File: config.mk
export PLATFORM = sky130hd
export DESIGN_NAME = i2c_ptr_slave
export DESIGN_NICKNAME = d
export VERILOG_FILES = /design/src/rtl/i2c_ptr_pkg.sv /design/src/rtl/i2c_line_sync.sv /design/src/rtl/i2c_cond_detect.sv /design/src/rtl/i2c_ptr_slave.sv
export SDC_FILE = /design/constraint.sdc
export NUM_CORES = 1
export LEC_CHECK = 0
export CAP_MARGIN = 20
export CORE_ASPECT_RATIO = 1.25
export CORE_UTILIZATION = 27
export DETAILED_ROUTE_END_ITERATION = 10
export HOLD_SLACK_MARGIN = 0.08
export PLACE_DENSITY = 0.44
export SLEW_MARGIN = 20
export SYNTH_ARGS = -nofsm -noshare
export SYNTH_HDL_FRONTEND = slang
export SYNTH_HIERARCHICAL = 1
export SYNTH_SLANG_ARGS = --single-unit
export TNS_END_PERCENT = 5
File: constraint.sdc
create_clock -name clk -period 6.4 [get_ports clk]
set_input_delay 1.28 -clock clk [delete_from_list [all_inputs] [get_ports clk]]
set_output_delay 1.28 -clock clk [all_outputs]
set_load 0.02 [all_outputs]
File: src/rtl/i2c_ptr_pkg.sv
package i2c_ptr_pkg;

    localparam int BYTE_BITS = 8;

    typedef enum logic [2:0] {
        ST_IDLE,
        ST_RX,
        ST_ACK,
        ST_TX,
        ST_MACK,
        ST_RD_WAIT
    } slv_state_t;

    typedef enum logic [1:0] {
        K_DEV,
        K_PTR,
        K_DATA
    } rx_kind_t;

endpackage

File: src/rtl/i2c_line_sync.sv
module i2c_line_sync #(
    parameter int STAGES = 2
) (
    input  logic clk,
    input  logic rst_n,
    input  logic d,
    output logic q
);

    logic [STAGES-1:0] chain;

    always_ff @(posedge clk or negedge rst_n) begin
        if (!rst_n) begin
            chain <= '1;
        end else begin
            chain <= {chain[STAGES-2:0], d};
        end
    end

    assign q = chain[STAGES-1];

endmodule

File: src/rtl/i2c_cond_detect.sv
module i2c_cond_detect (
    input  logic clk,
    input  logic rst_n,
    input  logic scl_s,
    input  logic sda_s,
    output logic scl_rise,
    output logic scl_fall,
    output logic start_evt,
    output logic stop_evt
);

    logic scl_q;
    logic sda_q;

    always_ff @(posedge clk or negedge rst_n) begin
        if (!rst_n) begin
            scl_q <= 1'b1;
            sda_q <= 1'b1;
        end else begin
            scl_q <= scl_s;
            sda_q <= sda_s;
        end
    end

    assign scl_rise  = scl_s & ~scl_q;
    assign scl_fall  = ~scl_s & scl_q;
    assign start_evt = scl_s & scl_q & sda_q & ~sda_s;
    assign stop_evt  = scl_s & scl_q & ~sda_q & sda_s;

endmodule

File: src/rtl/i2c_ptr_slave.sv
module i2c_ptr_slave
    import i2c_ptr_pkg::*;
#(
    parameter logic [6:0] SLAVE_ADDR  = 7'b1011101,
    parameter int         PTR_BYTES   = 2,
    parameter int         SYNC_STAGES = 2
) (
    input  logic                          clk,
    input  logic                          rst_n,
    input  logic                          scl_i,
    input  logic                          sda_i,
    output logic                          sda_oe,
    output logic [PTR_BYTES*BYTE_BITS-1:0] bus_addr,
    output logic [BYTE_BITS-1:0]          bus_wdata,
    output logic                          bus_we,
    input  logic [BYTE_BITS-1:0]          bus_rdata,
    output logic                          bus_re
);

    localparam int ADDR_W = PTR_BYTES * BYTE_BITS;
    localparam int IDX_W  = $clog2(PTR_BYTES + 1);
    localparam logic [3:0] LAST_BIT = 4'(BYTE_BITS - 1);
    localparam logic [3:0] FULL_CNT = 4'(BYTE_BITS);
    localparam logic [IDX_W-1:0] PTR_DONE = IDX_W'(PTR_BYTES);

    // line synchronizers, one per bus wire
    logic [1:0] raw_lines;
    logic [1:0] sync_lines;
    assign raw_lines = {scl_i, sda_i};

    genvar g;
    generate
        for (g = 0; g < 2; g++) begin : g_sync
            i2c_line_sync #(.STAGES(SYNC_STAGES)) u_sync (
                .clk   (clk),
                .rst_n (rst_n),
                .d     (raw_lines[g]),
                .q     (sync_lines[g])
            );
        end
    endgenerate

    logic scl_s;
    logic sda_s;
    assign scl_s = sync_lines[1];
    assign sda_s = sync_lines[0];

    logic scl_rise;
    logic scl_fall;
    logic start_evt;
    logic stop_evt;

    i2c_cond_detect u_cond (
        .clk       (clk),
        .rst_n     (rst_n),
        .scl_s     (scl_s),
        .sda_s     (sda_s),
        .scl_rise  (scl_rise),
        .scl_fall  (scl_fall),
        .start_evt (start_evt),
        .stop_evt  (stop_evt)
    );

    slv_state_t            state;
    slv_state_t            state_nxt;
    rx_kind_t              kind;
    logic [3:0]            cnt;
    logic [BYTE_BITS-1:0]  rx_sh;
    logic [BYTE_BITS-1:0]  tx_sh;
    logic [ADDR_W-1:0]     ptr;
    logic [IDX_W-1:0]      pidx;
    logic                  rw;
    logic                  re_d;

    logic byte_done;
    logic addr_hit;
    assign byte_done = scl_fall && (cnt == FULL_CNT);
    assign addr_hit  = (rx_sh[BYTE_BITS-1:1] == SLAVE_ADDR);

    // state register
    always_ff @(posedge clk or negedge rst_n) begin
        if (!rst_n) begin
            state <= ST_IDLE;
        end else begin
            state <= state_nxt;
        end
    end

    // next-state logic
    always_comb begin
        state_nxt = state;
        if (stop_evt) begin
            state_nxt = ST_IDLE;
        end else if (start_evt) begin
            state_nxt = ST_RX;
        end else begin
            unique case (state)
                ST_IDLE: state_nxt = ST_IDLE;
                ST_RX: begin
                    if (byte_done) begin
                        state_nxt = (kind == K_DEV && !addr_hit) ? ST_IDLE : ST_ACK;
                    end
                end
                ST_ACK: begin
                    if (scl_fall) begin
                        state_nxt = (kind == K_DEV && rw) ? ST_TX : ST_RX;
                    end
                end
                ST_TX: begin
                    if (scl_fall && cnt == LAST_BIT) begin
                        state_nxt = ST_MACK;
                    end
                end
                ST_MACK: begin
                    if (scl_rise) begin
                        state_nxt = sda_s ? ST_IDLE : ST_RD_WAIT;
                    end
                end
                ST_RD_WAIT: begin
                    if (scl_fall) begin
                        state_nxt = ST_TX;
                    end
                end
                default: state_nxt = ST_IDLE;
            endcase
        end
    end

    // datapath, counters and bus strobes
    always_ff @(posedge clk or negedge rst_n) begin
        if (!rst_n) begin
            kind      <= K_DEV;
            cnt       <= '0;
            rx_sh     <= '0;
            tx_sh     <= '1;
            ptr       <= '0;
            pidx      <= '0;
            rw        <= 1'b0;
            re_d      <= 1'b0;
            bus_we    <= 1'b0;
            bus_re    <= 1'b0;
            bus_addr  <= '0;
            bus_wdata <= '0;
        end else begin
            bus_we <= 1'b0;
            bus_re <= 1'b0;
            re_d   <= bus_re;
            if (re_d) begin
                tx_sh <= bus_rdata;
            end
            if (start_evt) begin
                cnt  <= '0;
                kind <= K_DEV;
                pidx <= '0;
                rw   <= 1'b0;
            end else if (stop_evt) begin
                cnt  <= '0;
                pidx <= '0;
            end else begin
                unique case (state)
                    ST_RX: begin
                        if (scl_rise) begin
                            rx_sh <= {rx_sh[BYTE_BITS-2:0], sda_s};
                            cnt   <= cnt + 4'd1;
                        end else if (byte_done) begin
                            unique case (kind)
                                K_DEV: begin
                                    if (addr_hit) begin
                                        rw <= rx_sh[0];
                                        if (rx_sh[0]) begin
                                            bus_re   <= 1'b1;
                                            bus_addr <= ptr;
                                            ptr      <= ptr + 1'b1;
                                        end
                                    end
                                end
                                K_PTR: begin
                                    ptr  <= {ptr[ADDR_W-BYTE_BITS-1:0], rx_sh};
                                    pidx <= pidx + 1'b1;
                                end
                                K_DATA: begin
                                    bus_we    <= 1'b1;
                                    bus_addr  <= ptr;
                                    bus_wdata <= rx_sh;
                                    ptr       <= ptr + 1'b1;
                                end
                                default: kind <= K_DEV;
                            endcase
                        end
                    end
                    ST_ACK: begin
                        if (scl_fall) begin
                            cnt <= '0;
                            if (kind == K_DEV) begin
                                if (!rw) begin
                                    kind <= K_PTR;
                                end
                            end else if (kind == K_PTR && pidx == PTR_DONE) begin
                                kind <= K_DATA;
                            end
                        end
                    end
                    ST_TX: begin
                        if (scl_fall && cnt != LAST_BIT) begin
                            tx_sh <= {tx_sh[BYTE_BITS-2:0], 1'b1};
                            cnt   <= cnt + 4'd1;
                        end
                    end
                    ST_MACK: begin
                        if (scl_rise && !sda_s) begin
                            bus_re   <= 1'b1;
                            bus_addr <= ptr;
                            ptr      <= ptr + 1'b1;
                        end
                    end
                    ST_RD_WAIT: begin
                        if (scl_fall) begin
                            cnt <= '0;
                        end
                    end
                    default: cnt <= cnt;
                endcase
            end
        end
    end

    // SDA drive
    always_comb begin
        unique case (state)
            ST_ACK:  sda_oe = 1'b1;
            ST_TX:   sda_oe = ~tx_sh[BYTE_BITS-1];
            default: sda_oe = 1'b0;
        endcase
    end

endmodule

==> results.cfg, run 1 <==
[routing]
dr.pass1.iters = 4
drcViolationCount = 0
via_count = 2941
post_drt_via_cell_ratio = 5.169
drt_iter0_markers = 79
wl_microns = 9173
ant_nets = 0
wl_per_cell_microns = 16.12

[clock_network]
cts_resized = 0
htree_num_levels = 3
cts_hold_buf = 0
post_cts_buffers = 0
cts.clk_slew.worst_paths_ns = 0.06
clock_tree.buffer_depth = 2
insertion_delay_ns = 0.34
cts-root-buf = clkbuf_16
clock_sinks = 77
tritoncts = yes
cts_buffers = 9

[layout]
fillers = 1442
antennaDiodeCount = 0
area_growth_pct = 21.65
area.sequential_sq_um = 1944
final_net_count = 405
postLayoutCellArea_sq_um = 4717
fin_cells = 569
post_route_cells_drive_above_1_share_pct = 16.50
multiInputGateArea_sq_um = 1787

[worst_hold_path]
hp-class = reg2reg
hold_path_end = g_sync[1].u_sync/chain[1]
worstHoldStart = g_sync[1].u_sync/chain[0]
min_path_cells = 0

[timing]
rsz0062_at_grt = no
clock_skew_ns = 0.01023
finalCritPeriodShare_pct = 49.65
tightest_slew_ns = 1.009
drv_slew = 0
finalCriticalPeriod_ns = 3.178
finalHoldViolCount = 0
fmax_mhz = 314.7
setup-tns-final_ns = 0
relSlewSlack_pct = 32.54
setup_violations = 0

[critical_path]
crit_required_ns = 5.12
r2r-end = ptr[11]
startpoint_type = flop
crit_fanout = 11
cp.arrival_ns = 1.90
end_kind = output port
r2r_cells = 7
r2r-start = u_cond/scl_q
worstSetupPathType = reg2out
reg2reg_slack_ns = 3.64

[synth]
synthesis.area_sq_um = 3877
synth_seq_area_share_pct = 50.15
synth_nets = 379
synth_cell_types = 57
synth_area_per_cell_sq_um = 10.68
synth-edff-count = 0
synth-main-ff-cell = dfrtp_1
ys_ff_latch = 77
syn_inst = 363
synth.yosys.warnings = 6
async_flop_share_pct = 100.0

[floorplanning]
core_sq_um = 13930
die_width_microns = 109.2
die_h_microns = 136.0
die_area_sq_um = 14850
io_pins = 39
start_util_pct = 27.83
rows = 48

[outcome]
status = complete, no violations

[global_route]
grt_pass1_wl_microns = 15680
grt_pass1_vias = 2945
grt_max_degree = 78
antenna_found_initial = 0
grtUsageTotal_pct = 13.84
grt-ovfl-total = 0

[power_and_ir_drop]
power_leakage_nw = 1.923
vdd_drop_max_mv = 0.1121
power_mw = 1.540
powerDensity_nw_per_um2 = 326.4

[place]
postPlaceCellArea_sq_um = 4369
port_buffers = 38
dpl.cell_count = 552
place_hpwl_microns = 6238
place_congestion = 0.7806

[job]
maxCapViolCount = 0
[sequential cells by signal, indices dropped and copies added, names as in the netlist, 2 cells and up]
register / cells
state: 3
tx_sh: 8
bus_wdata: 8
g_sync.u_sync/chain: 4
kind: 2
rx_sh: 8
pidx: 2
bus_addr: 16
ptr: 16
cnt: 4
[layout make-up]
class	instances	share of cell area (%)
Clock inverter	3	1.432
Clock buffer	13	5.517
Tap cell	175	4.642
Timing Repair Buffer	40	8.594
Sequential cell	77	41.22
Multi-Input combinational cell	252	37.88
Inverter	9	0.7162
[power by group]
| part | leakage, nW | internal (mW) | switching, mW |
|---|---|---|---|
| registers | 1.02 | 0.560 | 0.0839 |
| clock network | 0.156 | 0.363 | 0.196 |
| logic | 0.748 | 0.141 | 0.195 |
[critical path: stages, from the launching register on]
cell             delay [ns]
dfrtp_1                0.51
inv_1                  0.17
a211oi_1               0.23
clkdlybuf4s50_1        0.66
[synth_stat cells (10+ instances only)]
library cell,count,area share [%]
buf_2,11,1.4
o21ai_0,14,1.8
dfstp_2,14,9.5
a21oi_1,19,2.5
nand2_1,21,2.0
dfrtp_1,63,41
a2bb2oi_1,11,2.5
mux2i_1,12,3.1
mux2_1,10,2.9
nor3_1,14,1.8
nor2_1,25,2.4
mux2_2,22,6.4
[cells by family (layout without fill, tap and decap cells)]
| group | Yosys count | after routing | share of synthesized area [%] |
|---|---|---|---|
| AO/OA/AOI/OAI | 80 | 80 | 14.10 |
| AND/OR/NAND/NOR | 123 | 123 | 18.07 |
| adder cells (fa/ha/maj) | 4 | 4 | 1.291 |
| XOR/XNOR | 1 | 1 | 0.2259 |
| flip-flops | 77 | 77 | 50.15 |
| multiplexers | 44 | 44 | 12.39 |
| buffers and inverters | 34 | 65 | 3.775 |
[through the flow]
step | setup slack [ns] | hold WS (ns) | util (%)
5_1_grt | 3.097 | 0.3593 | 33.85
3_5_place_dp | 3.603 | 0.3468 | 31.36
2_1_floorplan | 3.973 | 0.3452 | -
6_report | 3.222 | 0.3547 | 33.85
3_3_place_gp | 3.555 | 0.3460 | 31.36
4_1_cts | 3.208 | 0.3554 | 33.71
[routing by layer]
metal  global-route usage [%]  routed length [microns]  vias up
li1                         -                        -     1404
met4                    7.037                      204        0
met3                    2.301                      304       12
met2                    22.85                     4575       62
met5                        0                        0        -
met1                    17.25                     4089     1463
[worst max path at each step]
stage / startpoint / end / slack (ns)
floorplan: state[2] / sda_oe / 3.97
global placement: state[1] / sda_oe / 3.56
detailed placement: state[1] / sda_oe / 3.60
CTS: state[1] / sda_oe / 3.21
global route: state[1] / sda_oe / 3.10
finish: state[1] / sda_oe / 3.22
[cells in the final DEF, fill, tap and decap left out, types with 3 or more instances in the layout]
| master | count |
|---|---|
| or2_2 | 3 |
| nor3_1 | 14 |
| mux2i_1 | 12 |
| a31oi_1 | 9 |
| nand4_1 | 8 |
| a211oi_1 | 6 |
| nand2b_1 | 4 |
| nand3_1 | 7 |
| o22ai_1 | 4 |
| dfrtp_1 | 63 |
| mux2_1 | 10 |
| a21oi_1 | 19 |
| nor4_1 | 7 |
| nand3b_1 | 5 |
| ha_1 | 4 |
| clkbuf_16 | 9 |
| or3_1 | 3 |
| clkdlybuf4s50_1 | 37 |
| dfstp_2 | 14 |
| inv_1 | 9 |
| nand2_1 | 21 |
| and3_1 | 4 |
| nor2b_1 | 3 |
| and4b_1 | 3 |
| mux2_2 | 22 |
| a2bb2oi_1 | 11 |
| nor2_1 | 25 |
| o21ai_0 | 14 |
Power figures use the tool's default switching activity.
==> inputs of run 2 (changes only) <==
==> constraint.sdc (replaced) <==
create_clock -name clk -period 3.1 [get_ports clk]
set_input_delay 0.62 -clock clk [delete_from_list [all_inputs] [get_ports clk]]
set_output_delay 0.62 -clock clk [all_outputs]
set_load 0.02 [all_outputs]
==> results.cfg, run 2 (same netlist as run 1, synthesis figures left out) <==
[timing]
rsz0062_at_grt = no
fmax_mhz = 372.1
setup-tns-final_ns = 0
tightest_slew_ns = 0.7112
finalCriticalPeriod_ns = 2.687
drv_slew = 0
clock_skew_ns = 0.008491
finalHoldViolCount = 0
relSlewSlack_pct = 52.59
finalCritPeriodShare_pct = 86.68
setup_violations = 0

[power_and_ir_drop]
pwr-share-clk_pct = 34.6
powerDensity_nw_per_um2 = 662.8
power_leakage_nw = 1.918
vdd_drop_max_mv = 0.2310
power_mw = 3.110
p_sw_uw = 991.7
p_int_mw = 2.118
combPwrFrac_pct = 22.5
switching_share_pct = 31.89
seqPwrFrac_pct = 42.9

[routing]
wl_microns = 9078
ant_nets = 0
wl_met1_microns = 3946
dr_wl_met3_microns = 359
wl_met2_microns = 4508
post_drt_via_cell_ratio = 5.168
wl_per_cell_microns = 15.93
drt_iter0_markers = 122
top_layer = met4
dr.pass1.iters = 4
drcViolationCount = 0
via_count = 2946

[layout]
antennaDiodeCount = 0
final_cell_mix = dfrtp_1 (63), clkdlybuf4s50_1 (37), nor2_1 (25)
final_common_cell = dfrtp_1
post_route_cells_drive_above_1_share_pct = 16.71
final_net_count = 406
area_growth_pct = 21.01
reg.largest.list = bus_addr x16, ptr x16

[global_route]
grt-ovfl-total = 0
grtUsageTotal_pct = 13.45
grt_max_degree = 78
grt_pass1_wl_microns = 15410
antenna_found_initial = 0
grt_pass1_vias = 2887

[critical_path]
startpoint_type = flop
cp.arrival_ns = 2.07
crit_required_ns = 2.48
end_kind = output port
crit_fanout = 11
worstSetupPathType = reg2out

[clock_network]
cts_resized = 0
insertion_delay_ns = 0.34
clock_sinks = 77
clock_tree.buffer_depth = 2
cts_hold_buf = 0
htree_num_levels = 3
cts.clk_slew.worst_paths_ns = 0.06
tritoncts = yes
post_cts_buffers = 0
cts_buffers = 9
cts-root-buf = clkbuf_16

[place]
place_congestion = 0.8594
place_hpwl_microns = 6212
port_buffers = 38

[outcome]
status = complete, no violations

[floorplanning]
rows = 48
core_sq_um = 13930
io_pins = 39
start_util_pct = 27.83
die_width_microns = 109.2
die_h_microns = 136.0
die_area_sq_um = 14850

[worst_hold_path]
hp-class = in2async

[job]
maxCapViolCount = 0
[run 2: cell count changes in the layout (fill, tap and decap cells not counted), sizes merged]
cell      previous run  this run
buf                  3         4
bufinv               2         1
clkinvlp             1         0
clkinv               0         2
[run 2: cell type report]
class,instances,area (sq um)
Fill cell,1436,9241
Sequential cell,77,1944
Inverter,9,33.78
Clock buffer,13,260.3
Tap cell,175,219.0
Clock inverter,3,43.79
Timing Repair Buffer,41,404.1
Multi-Input combinational cell,252,1787
[run 2: per-stage QoR]
stage / std cells / cell area (sq um) / worst slack (ns) / hold WS, ns / utilization (%)
after floorplan: 363 / 3877 / 0.9497 / 0.3244 / -
after global placement: 554 / 4384 / 0.6884 / 0.3465 / 31.47
after detailed placement: 554 / 4384 / 0.5943 / 0.3489 / 31.47
after CTS: 570 / 4688 / 0.4207 / 0.3569 / 33.65
after global routing: 570 / 4692 / 0.2764 / 0.3606 / 33.67
final: 570 / 4692 / 0.4128 / 0.3249 / 33.67
[run 2: power groups by stage]
stage / clock network, mW / registers [mW] / logic [mW]
after detailed placement: 0 / 1.35 / 0.697
after global routing: 1.15 / 1.37 / 0.782
after global placement: 0 / 1.35 / 0.697
after floorplan: 0 / 1.26 / 0.577
final: 1.08 / 1.34 / 0.699
after CTS: 1.11 / 1.34 / 0.702
[run 2: worst max-delay path, stage by stage (launching register included)]
cell             delay [ns]
dfrtp_1                0.54
inv_1                  0.21
a211oi_1               0.31
clkdlybuf4s50_1        0.68
[run 2: path summary, 6_finish.rpt]
check                                          start                        end  slack (ns)  cells after the start
max                                         state[1]                     sda_oe        0.41                      3
min                                            rst_n                bus_addr[5]        0.32                      1
max reg2reg                             u_cond/scl_q                     ptr[4]        0.52                      8
min reg2reg                g_sync[1].u_sync/chain[0]  g_sync[1].u_sync/chain[1]        0.36                      0
max in group asynchronous                      rst_n                   state[0]        2.30                      1
min in group clk           g_sync[1].u_sync/chain[0]  g_sync[1].u_sync/chain[1]        0.36                      0
[run 2: layer usage]
metal  global-route usage [%]  vias up
li1                         -     1406
met1                    16.72     1437
met2                    21.87       82
met3                    2.876       21
met4                    6.667        0
met5                        0        -
==> inputs of run 3 (changes only) <==
--- a/config.mk
+++ b/config.mk
@@ -10,7 +10,7 @@
 export CORE_UTILIZATION = 27
 export DETAILED_ROUTE_END_ITERATION = 10
 export HOLD_SLACK_MARGIN = 0.08
-export PLACE_DENSITY = 0.44
+export PLACE_DENSITY_LB_ADDON = 0.08
 export SLEW_MARGIN = 20
 export SYNTH_ARGS = -nofsm -noshare
 export SYNTH_HDL_FRONTEND = slang
==> results.cfg, run 3 (same netlist as run 1, synthesis figures left out) <==
[power_and_ir_drop]
combPwrFrac_pct = 22.6
p_sw_uw = 986.0
power_leakage_nw = 1.922
power_mw = 3.107
vdd_drop_max_mv = 0.2251
switching_share_pct = 31.73
pwr-share-clk_pct = 34.4
powerDensity_nw_per_um2 = 660.9
seqPwrFrac_pct = 43.0
p_int_mw = 2.121

[floorplanning]
die_area_sq_um = 14850
rows = 48
core_sq_um = 13930
die_h_microns = 136.0
die_width_microns = 109.2
io_pins = 39
start_util_pct = 27.83

[clock_network]
insertion_delay_ns = 0.35
htree_num_levels = 3
cts.clk_slew.worst_paths_ns = 0.06
clock_sinks = 77
cts_buffers = 9
tritoncts = yes
cts-root-buf = clkbuf_16
cts_hold_buf = 0
clock_tree.buffer_depth = 2
cts_resized = 0
post_cts_buffers = 0

[outcome]
status = complete, no violations

[timing]
finalCriticalPeriod_ns = 2.641
drv_slew = 0
clock_skew_ns = 0.006922
relSlewSlack_pct = 49.08
setup-tns-final_ns = 0
fmax_mhz = 378.7
setup_violations = 0
finalHoldViolCount = 0
finalCritPeriodShare_pct = 85.18
rsz0062_at_grt = no
tightest_slew_ns = 0.7567

[global_route]
grtUsageTotal_pct = 14.27
antenna_found_initial = 0
grt_pass1_wl_microns = 15670
grt_pass1_vias = 2853
grt_max_degree = 78
grt-ovfl-total = 0

[layout]
post_route_cells_drive_above_1_share_pct = 16.62
final_cell_mix = dfrtp_1 (63), clkdlybuf4s50_1 (37), nor2_1 (25)
reg.largest.list = bus_addr x16, ptr x16
fillers = 1437
final_util_pct = 33.74
antennaDiodeCount = 0
area_growth_pct = 21.23
final_common_cell = dfrtp_1
final_net_count = 408

[critical_path]
critPathMaxStageDelay_ns = 0.67
path_cells = inv_1 -> a211oi_1 -> clkdlybuf4s50_1
crit_fanout = 11
crit_required_ns = 2.48
startpoint_type = flop
crit_slowest_cell = clkdlybuf4s50_1
cp.arrival_ns = 2.02
worstSetupPathType = reg2out
end_kind = output port

[routing]
wl_per_cell_microns = 16.74
wl_microns = 9574
ant_nets = 0
drt_iter0_markers = 95
post_drt_via_cell_ratio = 5.164
drcViolationCount = 0
via_count = 2954
dr.pass1.iters = 4

[worst_hold_path]
hp-class = in2async

[job]
maxCapViolCount = 0

[place]
place_congestion = 0.8413
place_hpwl_microns = 6490
port_buffers = 38
run 3: changes by cell type in the layout (fill, tap and decap cells not counted):
| cell | change |
|---|---|
| buf_4 | +2 |
| clkinv_2 | -1 |
| clkbuf_1 | +2 |
| clkinv_4 | -1 |
run 3: per-stage QoR:
| step | instance area, sq um | std cells | hold slack (ns) | setup WS [ns] |
|---|---|---|---|---|
| floorplan | 3877 | 363 | 0.3244 | 0.9497 |
| global placement | 4399 | 556 | 0.3459 | 0.7075 |
| detailed placement | 4399 | 556 | 0.3473 | 0.6350 |
| CTS | 4697 | 572 | 0.3555 | 0.4442 |
| global route | 4701 | 572 | 0.3646 | 0.3180 |
| finish | 4701 | 572 | 0.3087 | 0.4595 |
run 3: worst paths after layout:
| kind | start | to | slack [ns] | depth (start not counted) |
|---|---|---|---|---|
| hold / removal | rst_n | bus_addr[15] | 0.31 | 1 |
| hold reg to reg | g_sync[0].u_sync/chain[0] | g_sync[0].u_sync/chain[1] | 0.35 | 0 |
| max in group asynchronous | rst_n | kind[0] | 2.31 | 1 |
| setup reg to reg | u_cond/scl_q | ptr[0] | 0.61 | 7 |
| setup / recovery | state[1] | sda_oe | 0.46 | 3 |
| min in group clk | g_sync[0].u_sync/chain[0] | g_sync[0].u_sync/chain[1] | 0.35 | 0 |
run 3: power by group through the flow:
stage,clock (mW),sequential (mW),combinational (mW)
after floorplan,0,1.26,0.577
after CTS,1.12,1.34,0.711
after global routing,1.16,1.36,0.787
after detailed placement,0,1.35,0.707
final,1.07,1.34,0.703
after global placement,0,1.36,0.706
run 3: final cells by class:
| class | count | area, sq um | area share (%) |
|---|---|---|---|
| clock buffer | 15 | 267.8 | 5.696 |
| clock inverter | 1 | 30.03 | 0.6388 |
| inverter | 9 | 33.78 | 0.7187 |
| multi-input combinational | 252 | 1787 | 38.01 |
| sequential | 77 | 1944 | 41.36 |
| tap | 175 | 219.0 | 4.658 |
| timing repair buffer | 43 | 419.2 | 8.917 |
run 3: critical path, delay by kind of cell (launching register included):
kind | cells | cell delay [ns]
DFF | 1 | 0.52
buffers and inverters | 2 | 0.85
AOI/OAI and AO/OA | 1 | 0.30
run 3: layer usage:
metal	up-vias	global-route usage [%]	share of wire, %
met5	-	0	0
met4	0	8.963	4.0
met2	76	22.08	48
met1	1442	17.53	45
met3	26	3.691	3.3
li1	1410	-	-
